`src/rtl/mem_bringup_seq.sv`:
```
module mem_bringup_seq #(
  parameter int RST_CYCLES = 16,
  parameter int CAL_MAX    = 393216,
  parameter int LOCK_MAX   = 65536,
  parameter logic [3:0] CFG_SEL = 4'd1
) (
  input  logic       clk,
  input  logic       rst_n,
  input  logic       use_reg_pll,
  input  logic       cal_done,
  input  logic       pll_lock,
  input  logic       train_req,
  input  logic       train_again,
  input  logic       retrain_req,
  input  logic       trn_done,
  input  logic       cfg_wr_ack,
  output logic       dev_rst,
  output logic       pll_en,
  output logic       trn_go,
  output logic [1:0] trn_phase,
  output logic       cfg_wr_vld,
  output logic [3:0] cfg_wr_sel,
  output logic [5:0] cfg_wr_data,
  output logic       ready
);
  localparam int BIG = (CAL_MAX > LOCK_MAX) ? ((CAL_MAX > RST_CYCLES) ? CAL_MAX : RST_CYCLES)
                                            : ((LOCK_MAX > RST_CYCLES) ? LOCK_MAX : RST_CYCLES);
  localparam int CW = $clog2(BIG + 1);

  typedef enum logic [3:0] {
    S_RST, S_CAL, S_PREG, S_LOCK, S_TAC, S_TRD, S_TWR, S_CFG, S_RDY
  } st_t;

  st_t st, nx;
  logic [CW-1:0] cnt;
  logic pll_pin_q;
  wire expired = (cnt == '0);

  always_comb begin
    nx = st;
    case (st)
      S_RST:  if (expired) nx = S_CAL;
      S_CAL:  if (cal_done || expired) nx = use_reg_pll ? S_PREG : S_LOCK;
      S_PREG: if (cfg_wr_ack) nx = S_LOCK;
      S_LOCK: if (pll_lock || expired) nx = train_req ? S_TAC : S_CFG;
      S_TAC:  if (trn_done) nx = S_TRD;
      S_TRD:  if (trn_done) nx = S_TWR;
      S_TWR:  if (trn_done) nx = train_again ? S_TAC : S_CFG;
      S_CFG:  if (cfg_wr_ack) nx = S_RDY;
      S_RDY:  if (retrain_req) nx = S_TAC;
      default: nx = S_RST;
    endcase
  end

  always_ff @(posedge clk or negedge rst_n) begin
    if (!rst_n) begin
      st        <= S_RST;
      cnt       <= CW'(RST_CYCLES - 1);
      pll_pin_q <= 1'b0;
    end else begin
      st <= nx;
      if (st != nx && nx == S_CAL)       cnt <= CW'(CAL_MAX - 1);
      else if (st != nx && nx == S_LOCK) cnt <= CW'(LOCK_MAX - 1);
      else if (!expired)                 cnt <= cnt - 1'b1;
      if (st == S_CAL && nx != S_CAL && !use_reg_pll) pll_pin_q <= 1'b1;
    end
  end

  assign dev_rst    = (st == S_RST);
  assign pll_en     = pll_pin_q;
  assign trn_go     = (st == S_TAC) || (st == S_TRD) || (st == S_TWR);
  assign trn_phase  = (st == S_TRD) ? 2'd1 : (st == S_TWR) ? 2'd2 : 2'd0;
  assign cfg_wr_vld = (st == S_PREG) || (st == S_CFG);
  assign cfg_wr_sel = cfg_wr_vld ? CFG_SEL : 4'd0;
  assign cfg_wr_data = (st == S_PREG) ? 6'b010011 :
                       (st == S_CFG)  ? {5'b01000, use_reg_pll} : 6'd0;
  assign ready      = (st == S_RDY);
endmodule

```
`config.mk`:
```
export PLATFORM = sky130hd
export DESIGN_NAME = mem_bringup_seq
export DESIGN_NICKNAME = d
export VERILOG_FILES = /design/src/rtl/mem_bringup_seq.sv
export SDC_FILE = /design/constraint.sdc
export NUM_CORES = 1
export LEC_CHECK = 0
export BUFFER_PORTS_ARGS = -buffer_cell sky130_fd_sc_hd__clkbuf_2
export CAP_MARGIN = 15
export CORE_MARGIN = 1
export CORE_UTILIZATION = 50
export DETAILED_ROUTE_END_ITERATION = 6
export PLACE_DENSITY = 0.75
export REMOVE_ABC_BUFFERS = 1
export SLEW_MARGIN = 20
export SYNTH_ARGS = -nofsm -noshare
export SYNTH_HDL_FRONTEND = slang
export SYNTH_SLANG_ARGS = --single-unit
```
`constraint.sdc`:
```
create_clock -name clk -period 5.7 [get_ports clk]
set_input_delay 0.855 -clock clk [delete_from_list [all_inputs] [get_ports clk]]
set_output_delay 0.855 -clock clk [all_outputs]
set_load 0.02 [all_outputs]
```
* Word-level counts from Yosys, hierarchy flattened
Index checks and enable logic that the tools add are counted.
** Storage, ports and cells
- Bits of input ports :: 10
- Word-level logic and storage cells :: 50
- Flip-flop bits (word level) :: 24
- Output and inout port bits :: 17
** Cells by class
- Reduce and logical (&&, ||, !) cells :: 12
- Equality and inequality tests :: 13
- Muxes and demuxes :: 21
- Add/sub/neg operators :: 1
** Operator list (count)
- $mux W19 :: 3
- $mux W4 :: 9
- $pmux W4 S9 :: 1
- $logic_not A19 Y1 :: 1
- $sub A19 B1 Y19 const B :: 1
- $eq A4 B3 Y1 const B :: 4
- $eq A4 B2 Y1 const B :: 3
- $mux W5 :: 2
- $eq A4 B1 Y1 const B :: 2
- $mux W2 :: 4
- $logic_or A1 B1 Y1 :: 5
- $eq A4 B4 Y1 const B :: 1
- $logic_and A1 B1 Y1 :: 4
- $logic_not A4 Y1 :: 1
- $ne A4 B1 Y1 const B :: 1
- $ne A4 B4 Y1 :: 1
- $ne A3 B1 Y1 const B :: 1
- $mux W1 :: 2
- $logic_not A1 Y1 :: 1

* Longest topological paths before layout
Gate-level depths: netlist (run 1).
- Depth after elaboration :: 8
- Mapped depth :: 11
- Gate-level depth less buffers :: 9

* Least setup slack after synthesis (run 1)
No wires, ideal clock.
- Kind :: flip-flop to output port
- From :: register st[1]
- To :: output port ready
- Required time :: 4.845 ns
- Buffers on the path :: 2
- Setup slack :: 3.180 ns
- Cell stages (with the launch flop) :: 4
- Arrival time :: 1.665 ns
- Cell sequence :: dfrtp_1 > buf_1 > buf_1 > nor4b_1
** Between the ends
- Cells in the longest elaborated chain, start to end :: 1
** Ends and longest elaborated chain
- start: declaration :: RTL line 34 : st_t st, nx;
- start signal: assignment :: RTL line 61 : st <= nx;
- $eq A4 B4 Y1 :: RTL line 77 : assign ready = (st == S_RDY);
- end: declaration :: RTL line 24 : output logic ready
No other way between the ends.

* Worst setup path in the final report (run 1)
- From :: register cnt[8]
- To :: register cnt[17]
** Between the ends
- Cells in the longest elaborated chain, start to end :: 8
- Elaborated cells on any way between the ends :: 17
- Those cells by class :: add/sub (1); eq/ne (4); mux (7); reduce/logical (5)
** Ends and longest elaborated chain
- start: declaration :: RTL line 35 : logic [CW-1:0] cnt;
- start signal: assignment :: RTL line 58 : cnt <= CW'(RST_CYCLES - 1);
- start signal: assignment :: RTL line 62 : if (st != nx && nx == S_CAL) cnt <= CW'(CAL_MAX - 1);
- start signal: assignment :: RTL line 63 : else if (st != nx && nx == S_LOCK) cnt <= CW'(LOCK_MAX - 1);
- $logic_not A19 Y1 * :: RTL line 37 : wire expired = (cnt == '0);
- $logic_or A1 B1 Y1, on equally long branches :: RTL line 45, 43
- $mux W4, on equally long branches :: RTL line 45, 43
- $pmux W4 S9 * :: RTL line 41 : case (st)
- net nx[0] :: RTL line 34
- $ne A4 B4 Y1 / $eq A4 B2 Y1 (equally long branches) :: RTL line 62, 63
- $logic_and A1 B1 Y1 :: RTL line 63
- $mux W19 :: RTL line 63
- $mux W19 :: RTL line 62
The timed path passes the listed nets; every way through them passes the cells marked *. The select of a mux whose other input is x is not followed.
A chain may end at the register's enable or synchronous reset.

==> results.ini, run 1 <==
[placement]
gp_congestion=0.837
post-place-ws_ps=2750
io_buffer_count=20
hpwl_um=2270

[floorplanning]
rows=20
core_area_um2=3130
die_y_um=60.0
io_pins=27
start_util_pct=53.8
dieWidth_um=60.0
die_area_um2=3600

[timing]
slew_violations=0
setup_viol=0
fin_crit_sh_pct=52.0
min_period_ps=2960
fin_ws_ps=2740
hold_viol=0
rsz0062_at_grt=false
fin_tns_setup_ps=0
fin_skew_ps=10.7
fmax_mhz=338
tightest_slew_ps=650
slew_headroom_pct=56.7

[final_layout]
drive_gt1_share_pct=26.7
mostFrequentLayoutCells=20 x dfrtp_1, 20 x clkbuf_2, 12 x xnor2_1, 11 x nand3_2
synthToLayoutAreaGrowth_pct=6.17
n_antenna_cell=0
nets=203
fin_util_pct=57.1

[yosys]
synth_edf_count=0
ys.flop_type=dfrtp_1
yosys_warnings=0
synth.avg_cell_area_um2=9.30
ys_ff_latch=24
synth_cell_type_count=52
synthCells=181
synth_area_um2=1680
yosysSeqAreaShare_pct=36.0
ys_async_sr_fraction_pct=100

[grt]
antenna_found_initial=0
grt_pass1_wl_um=5150
grt.total_usage_pct=18.9
grt_pass1_vias=1226
grt_max_degree=25
grt-ovfl-total=0

[min_path]
hold_class=flop to flop

[worst_setup_path]
critPathKind=flop to flop
start_kind=flop
arrival_ps=3180
crit_required_ps=5920
cp_max_fo=18
endpoint_kind=flop

[power]
internal_power_mw=0.454
p_leak_nw=0.661
p_clk_share_pct=14.6
powerDensity_nw_per_um2=470
pwr-share-comb_pct=50.1
p_switching_mw=0.386
p_seq_share_pct=35.3
vdd_drop_max_mv=0.196
switching_share_pct=45.9

[route]
drtAntennaViolNets=0
drt_iter0_markers=87
viasPerCell=5.62
dr.pass1.iters=4
vias=1320
wl_per_cell_um=12.9
drc_errors=0
routed_wl_um=3040

[outcome]
status=finished clean

[clocking]
post_cts_buffers=0
cts_buffer_depth=2
clkTransAtPathRegs_ps=130
numCtsBuffers=3
cts_hold_buffers=0
clkSinkCount=24
cts-htree-levels=1
cts_tree=built
cts_root_buf=clkbuf_4
cts.repair.resized=0
clk_latency_ps=320

[job]
drv_cap=0

state kept, by name, summed over array words and instances (netlist names):
name and flops:
cnt 19, st 4, pll_en 1
cell type report:
class	count	area (um2)
multi-input cells	135	943
fillers	286	1340
flip-flops and latches	24	606
well taps	44	55.1
clock inverters	1	30.0
inverters	8	30.0
clock buffers	3	22.5
repair buffers	20	100
worst paths after layout:
check | start | to | slack, ps | cells after the start
min reg2reg | pll_en$_DFFE_PN0P_ | pll_en$_DFFE_PN0P_ | 490 | 1
min in group asynchronous | rst_n | st[0]$_DFF_PN0_ | 510 | 1
max reg2reg | cnt[8]$_DFFE_PN0P_ | cnt[17]$_DFFE_PN0P_ | 2740 | 6
min | pll_en$_DFFE_PN0P_ | pll_en$_DFFE_PN0P_ | 490 | 1
max in group asynchronous | rst_n | cnt[4]$_DFFE_PN0P_ | 4800 | 1
max | cnt[8]$_DFFE_PN0P_ | cnt[17]$_DFFE_PN0P_ | 2740 | 6
kinds of logic (layout without fill, tap and decap cells):
family          Yosys count  count (layout)  share of synthesized area (%)
mux                       3               3                           1.93
flops                    24              24                           36.0
other cells               1               6                          0.223
buf+inv                  27              32                           9.07
xor+xnor                 14              14                           7.29
compound gates           31              31                           13.0
fa+ha+maj                 1               1                          0.743
simple gates             80              80                           31.7
critical path, cell delays in order, from the launching register on:
cell and delay (ps):
dfrtp_1 440, or4_1 680, nor4_4 430, and2_1 350, a211o_4 220, nand3_2 380
and3_1 350
cell usage after synthesis (all sizes together) (2+ instances only):
cell type / instances / share of area (%)
and2: 2 / 0.74
clkbuf: 3 / 0.67
or2: 2 / 0.74
o31ai: 2 / 0.89
nand2: 9 / 2.0
o21ai: 6 / 1.8
nand2b: 4 / 1.5
nor3: 10 / 3.0
dfstp: 4 / 6.2
nor3b: 3 / 1.3
a311oi: 2 / 1.4
or4: 4 / 2.0
a21oi: 10 / 3.0
inv: 8 / 1.8
a211o: 2 / 1.6
a211oi: 2 / 0.89
buf: 16 / 6.6
or3: 6 / 2.2
nor2: 6 / 1.3
dfrtp: 20 / 30
mux2: 2 / 1.3
nand3: 20 / 9.2
nor4: 7 / 3.9
nand4: 3 / 2.0
xnor2: 12 / 6.2
xor2: 2 / 1.0
power groups by stage:
stage	clock (mW)	sequential, mW	combinational (mW)
after floorplan	0	0.283	0.331
after global placement	0	0.295	0.416
after detailed placement	0	0.299	0.423
after CTS	0.127	0.295	0.425
after global routing	0.132	0.306	0.470
final	0.123	0.297	0.420
per-stage QoR:
step | instances | total power [mW] | hold WS [ps] | cell area (um2)
global placement | 231 | 0.711 | 448 | 1730
detailed placement | 231 | 0.722 | 457 | 1730
floorplan | 167 | 0.614 | 496 | 1580
finish | 235 | 0.840 | 486 | 1790
global route | 235 | 0.908 | 521 | 1790
CTS | 235 | 0.847 | 491 | 1790
per-layer routing:
layer  vias up  global-route usage (%)  routed length [um]
li1        657                       -                   -
met1       623                    22.3                1400
met2        35                    34.0                1480
met3         5                    2.81                 118
met4         0                    7.64                  35
met5         -                       0                   0
No activity file was read; power rests on OpenSTA's default activity.
==> inputs of run 2 (changes only) <==
Settings changed: PLACE_DENSITY 0.75 to 0.78.
Clock period 5.7 ns to 2.7 ns, I/O delays scaled along.
==> run 2 against run 1 <==
Via count increased by 1.3%. First-iteration DRC count grew 15%. Final cell count up 2.1%. Combinational power rose by 140%. Sequential power is 110% higher. Worst hold slack got worse by 430 ps. Core utilization increased by 2.8 points. Die area unchanged. Critical path type unchanged. Largest cell class unchanged.
==> results.ini, run 2 (synthesized netlist as in run 1, its figures left out) <==
[route]
viasPerCell=5.57  ; -0.82%
routed_wl_um=3220  ; +6.0%
wl_per_cell_um=13.4  ; +3.8%
vias=1337  ; +1.3%
wl_met2_um=1570  ; +5.7%
m1WireLength_um=1500  ; +7.0%
dr.pass1.iters=4  ; unchanged
dr.max_layer_used=met4
drtAntennaViolNets=0  ; unchanged
drc_errors=0  ; unchanged
drt_iter0_markers=100  ; +15%
wl_met3_um=95  ; -19%

[placement]
hpwl_um=2390  ; +5.5%
gp_congestion=0.869  ; +3.7%
post-place-ws_ps=124  ; -2620 ps
io_buffer_count=20  ; unchanged

[timing]
fin_ws_ps=194  ; -2540 ps
tightest_slew_ps=676  ; +25.8 ps
rsz0062_at_grt=false
fin_tns_setup_ps=0  ; unchanged
hold_viol=0  ; unchanged
slew_violations=0  ; unchanged
slew_headroom_pct=54.9  ; -1.8 points
setup_viol=0  ; unchanged
fin_crit_sh_pct=92.8  ; +41 points
fin_skew_ps=7.74  ; -3.01 ps
fmax_mhz=399  ; +18%
min_period_ps=2510  ; -456 ps

[clocking]
cts_root_buf=clkbuf_4
clkTransAtPathRegs_ps=130  ; about the same
clk_latency_ps=310  ; about the same
cts_buffer_depth=2  ; unchanged
cts_hold_buffers=0  ; unchanged
cts_tree=built
clkSinkCount=24  ; unchanged
cts-htree-levels=1  ; unchanged
numCtsBuffers=3  ; unchanged

[outcome]
status=finished clean

[job]
drv_cap=0  ; unchanged

[final_layout]
n_antenna_cell=0  ; unchanged
seqCellArea_um2=606  ; unchanged
largest_reg_flops=19  ; unchanged
fillers=260  ; -9.1%
synthToLayoutAreaGrowth_pct=11.3
regMostFlops=cnt
multi_input_comb_area_um2=967  ; +2.5%
nets=208  ; +2.5%
mostFrequentLayoutCells=20 x dfrtp_1, 20 x clkbuf_2, 12 x xnor2_1, 11 x nand3_2, 10 x a21oi_1
drive_gt1_share_pct=30.1  ; +3.4 points

[floorplanning]
io_pins=27  ; unchanged
die_y_um=60.0  ; unchanged
die_area_um2=3600  ; unchanged
rows=20  ; unchanged
start_util_pct=53.8  ; unchanged
core_area_um2=3130  ; unchanged
dieWidth_um=60.0  ; unchanged

[worst_setup_path]
endpoint_kind=flop
reg2reg_slack_ps=190  ; -2540 ps
cp_max_fo=6  ; -12
arrival_ps=2740  ; -440 ps
crit_required_ps=2940  ; -2980 ps
critPathKind=flop to flop
start_kind=flop

[min_path]
hold_class=input port to asynchronous set/reset pin

[grt]
grt.total_usage_pct=20.1  ; +1.3 points
grt-ovfl-total=0  ; unchanged
grt_pass1_wl_um=5480  ; +6.4%
grt_pass1_vias=1253  ; +2.2%
antenna_found_initial=0  ; unchanged
grt_max_degree=25  ; unchanged

[power]
p_leak_nw=0.704  ; +6.5%
powerDensity_nw_per_um2=1000  ; +110%
vdd_drop_max_mv=0.331  ; +68%

==> run 2: changes by cell type in the layout (fill, tap and decap cells not counted) <==
cell	delta
or4_4	+2
a311oi_2	-1
buf_12	+2
a311oi_4	+1
buf_4	+3
or4_1	-2
nor3_2	+1
nor3_1	-1
==> run 2: timing repair <==
item | CTS | global route
resized for setup | 0 | 4
endpoints found under the setup margin | 0 | 16
buffers inserted | 0 | 2
==> run 2: path summary, 6_finish.rpt <==
path | startpoint | to | depth (start not counted)
min in group clk | retrain_req | st[3]$_DFF_PN0_ | 3
max in group asynchronous | rst_n | st[2]$_DFF_PN0_ | 1
setup reg to reg | cnt[8]$_DFFE_PN0P_ | cnt[16]$_DFFE_PN0P_ | 6
hold reg to reg | pll_en$_DFFE_PN0P_ | pll_en$_DFFE_PN0P_ | 1
setup / recovery | cnt[8]$_DFFE_PN0P_ | cnt[16]$_DFFE_PN0P_ | 6
hold / removal | rst_n | pll_en$_DFFE_PN0P_ | 1
==> run 2: through the flow <==
| stage | utilization (%) | instance area (um2) | hold WS [ps] | power [mW] | instances |
|---|---|---|---|---|---|
| finish | 59.9 | 1870 | 57.7 | 1.87 | 240 |
| global route | 59.9 | 1870 | 96.4 | 2.01 | 240 |
| CTS | 58.6 | 1830 | 69.6 | 1.85 | 238 |
| detailed placement | 57.0 | 1780 | 429 | 1.59 | 234 |
| global placement | 57.0 | 1780 | 422 | 1.55 | 234 |
| floorplan | - | 1580 | 109 | 1.30 | 167 |
==> run 2: area by class of cell <==
type	count	area share, %
inverter	8	1.60
clock inverter	1	1.60
timing repair buffer	25	8.68
clock buffer	3	1.20
tap	44	2.94
sequential	24	32.3
multi-input combinational	135	51.6
==> run 2: power by group <==
part	switching, mW	internal (mW)	total (mW)
registers	0.154	0.471	0.625
clock network	0.105	0.150	0.255
logic	0.598	0.395	0.993
total	0.857	1.02	1.87
==> run 2: critical path, stage by stage, from the launching register on <==
cell and delay [ps]:
dfrtp_1 450, or4_4 600, or4_1 550, or3_1 390, o21ai_1 170, a41oi_1 80
a31oi_1 190
==> run 2: routing by layer <==
layer / vias to the layer above / GRT usage (%)
met3: 7 / 1.95
li1: 672 / -
met1: 618 / 25.9
met4: 0 / 6.98
met2: 40 / 35.1
met5: - / 0
==> inputs of run 3 (changes only) <==
Settings changed: CAP_MARGIN 15 to default, RECOVER_POWER from default to 25.
==> run 3 against run 2 <==
Critical path type unchanged. Clock-buffer cell count unchanged. Total power about the same. Register-to-register slack about the same. Cell area about the same. Sequential power about the same. Combinational power about the same.
==> results.ini, run 3 (synthesized netlist as in run 1, its figures left out) <==
[job]
drv_cap=0  ; unchanged

[clocking]
cts_tree=built
clkTransAtPathRegs_ps=130  ; about the same
cts_root_buf=clkbuf_4
cts_buffer_depth=2  ; unchanged
cts_hold_buffers=0  ; unchanged
clkSinkCount=24  ; unchanged
clk_latency_ps=310  ; about the same
numCtsBuffers=3  ; unchanged
cts-htree-levels=1  ; unchanged

[final_layout]
final_common_cell=dfrtp_1
nets=208  ; unchanged
mostFrequentLayoutCells=20 x dfrtp_1, 19 x clkbuf_2, 12 x xnor2_1, 11 x nand3_2, 10 x a21oi_1
drive_gt1_share_pct=29.6  ; -0.51 points
n_antenna_cell=0  ; unchanged
regMostFlops=cnt
largest_reg_flops=19  ; unchanged
synthToLayoutAreaGrowth_pct=11.2  ; about the same
stdcell_area_um2=1870  ; about the same

[route]
drtAntennaViolNets=0  ; unchanged
drc_errors=0  ; unchanged
wl_per_cell_um=13.4  ; about the same
viasPerCell=5.57  ; unchanged
routed_wl_um=3220  ; about the same
drt_iter0_markers=100  ; unchanged
vias=1337  ; unchanged
dr.pass1.iters=4  ; unchanged

[timing]
slew_violations=0  ; unchanged
hold_viol=0  ; unchanged
fin_tns_setup_ps=0  ; unchanged
slew_headroom_pct=17.3  ; -38 points
rsz0062_at_grt=false
tightest_slew_ps=1240  ; +565 ps
setup_viol=0  ; unchanged
fin_skew_ps=7.74  ; unchanged
fmax_mhz=399  ; unchanged
fin_crit_sh_pct=92.8  ; unchanged
min_period_ps=2510  ; unchanged

[min_path]
hold_class=input port to asynchronous set/reset pin

[floorplanning]
core_area_um2=3130  ; unchanged
start_util_pct=53.8  ; unchanged
die_area_um2=3600  ; unchanged
rows=20  ; unchanged
io_pins=27  ; unchanged
die_y_um=60.0  ; unchanged
dieWidth_um=60.0  ; unchanged

[grt]
grt_max_degree=25  ; unchanged
grt-ovfl-total=0  ; unchanged
antenna_found_initial=0  ; unchanged
grt.total_usage_pct=20.1  ; unchanged
grt_pass1_vias=1253  ; unchanged
grt_pass1_wl_um=5480  ; unchanged

[placement]
hpwl_um=2390  ; unchanged
place_area_um2=1780  ; unchanged
io_buffer_count=20  ; unchanged
gp_congestion=0.869  ; unchanged

[worst_setup_path]
cp_max_fo=6  ; unchanged
r2r-start=cnt[8]$_DFFE_PN0P_
arrival_ps=2740  ; about the same
start_kind=flop
crit_required_ps=2940  ; about the same
endpoint_kind=flop
startpoint=cnt[8]$_DFFE_PN0P_
critPathKind=flop to flop

[power]
vdd_drop_max_mv=0.331  ; about the same
powerDensity_nw_per_um2=1000  ; about the same
p_leak_nw=0.701  ; -0.42%

[outcome]
status=finished clean

[run 3: cell counts in the layout (fill, tap and decap cells not counted)]
Identical to the previous run, type by type.
[run 3: worst max-delay path, stage by stage (launching register included)]
cell and delay (ps):
dfrtp_1 450, or4_4 600, or4_1 550, or3_1 390, o21ai_1 170, a41oi_1 80
a31oi_1 190
[run 3: per-layer routing]
metal | GRT usage (%) | part of all wire [%]
met1 | 25.9 | 47
met3 | 1.95 | 3.0
met4 | 6.98 | 1.7
met2 | 35.1 | 49
met5 | 0 | 0
[run 3: stage by stage]
| step | total power [mW] | utilization, % | instances | hold WS [ps] | setup WS [ps] |
|---|---|---|---|---|---|
| 5_1_grt | 2.01 | 59.8 | 240 | 398 | 44.5 |
| 6_report | 1.87 | 59.8 | 240 | 317 | 194 |
| 3_3_place_gp | 1.55 | 57.0 | 234 | 422 | 205 |
| 4_1_cts | 1.85 | 58.6 | 238 | 69.6 | 91.0 |
| 2_1_floorplan | 1.30 | - | 167 | 109 | 56.2 |
| 3_5_place_dp | 1.59 | 57.0 | 234 | 429 | 124 |
[run 3: power breakdown]
group | internal, mW | leakage, nW | switching (mW) | total [mW]
logic | 0.395 | 0.430 | 0.598 | 0.993
registers | 0.471 | 0.243 | 0.154 | 0.625
clock network | 0.150 | 0.0279 | 0.105 | 0.255
total | 1.02 | 0.701 | 0.857 | 1.87
[run 3: layout make-up]
class                           instances  area [um2]
Clock buffer                            3        22.5
Inverter                                8        30.0
Multi-Input combinational cell        135         967
Timing Repair Buffer                   25         161
Fill cell                             261        1260
Tap cell                               44        55.1
Sequential cell                        24         606
Clock inverter                          1        30.0
[run 3: worst paths after layout]
kind / end / slack (ps) / cells past startpoint
max: cnt[16]$_DFFE_PN0P_ / 190 / 6
min: pll_en$_DFFE_PN0P_ / 320 / 1
max reg2reg: cnt[16]$_DFFE_PN0P_ / 190 / 6
min reg2reg: pll_en$_DFFE_PN0P_ / 490 / 1
max in group asynchronous: st[2]$_DFF_PN0_ / 1650 / 1
min in group clk: st[3]$_DFF_PN0_ / 380 / 3
[run 3: what timing repair did]
action,in CTS,in global routing
resized for setup,0,4
buffers inserted,0,2
setup endpoints to repair,0,16
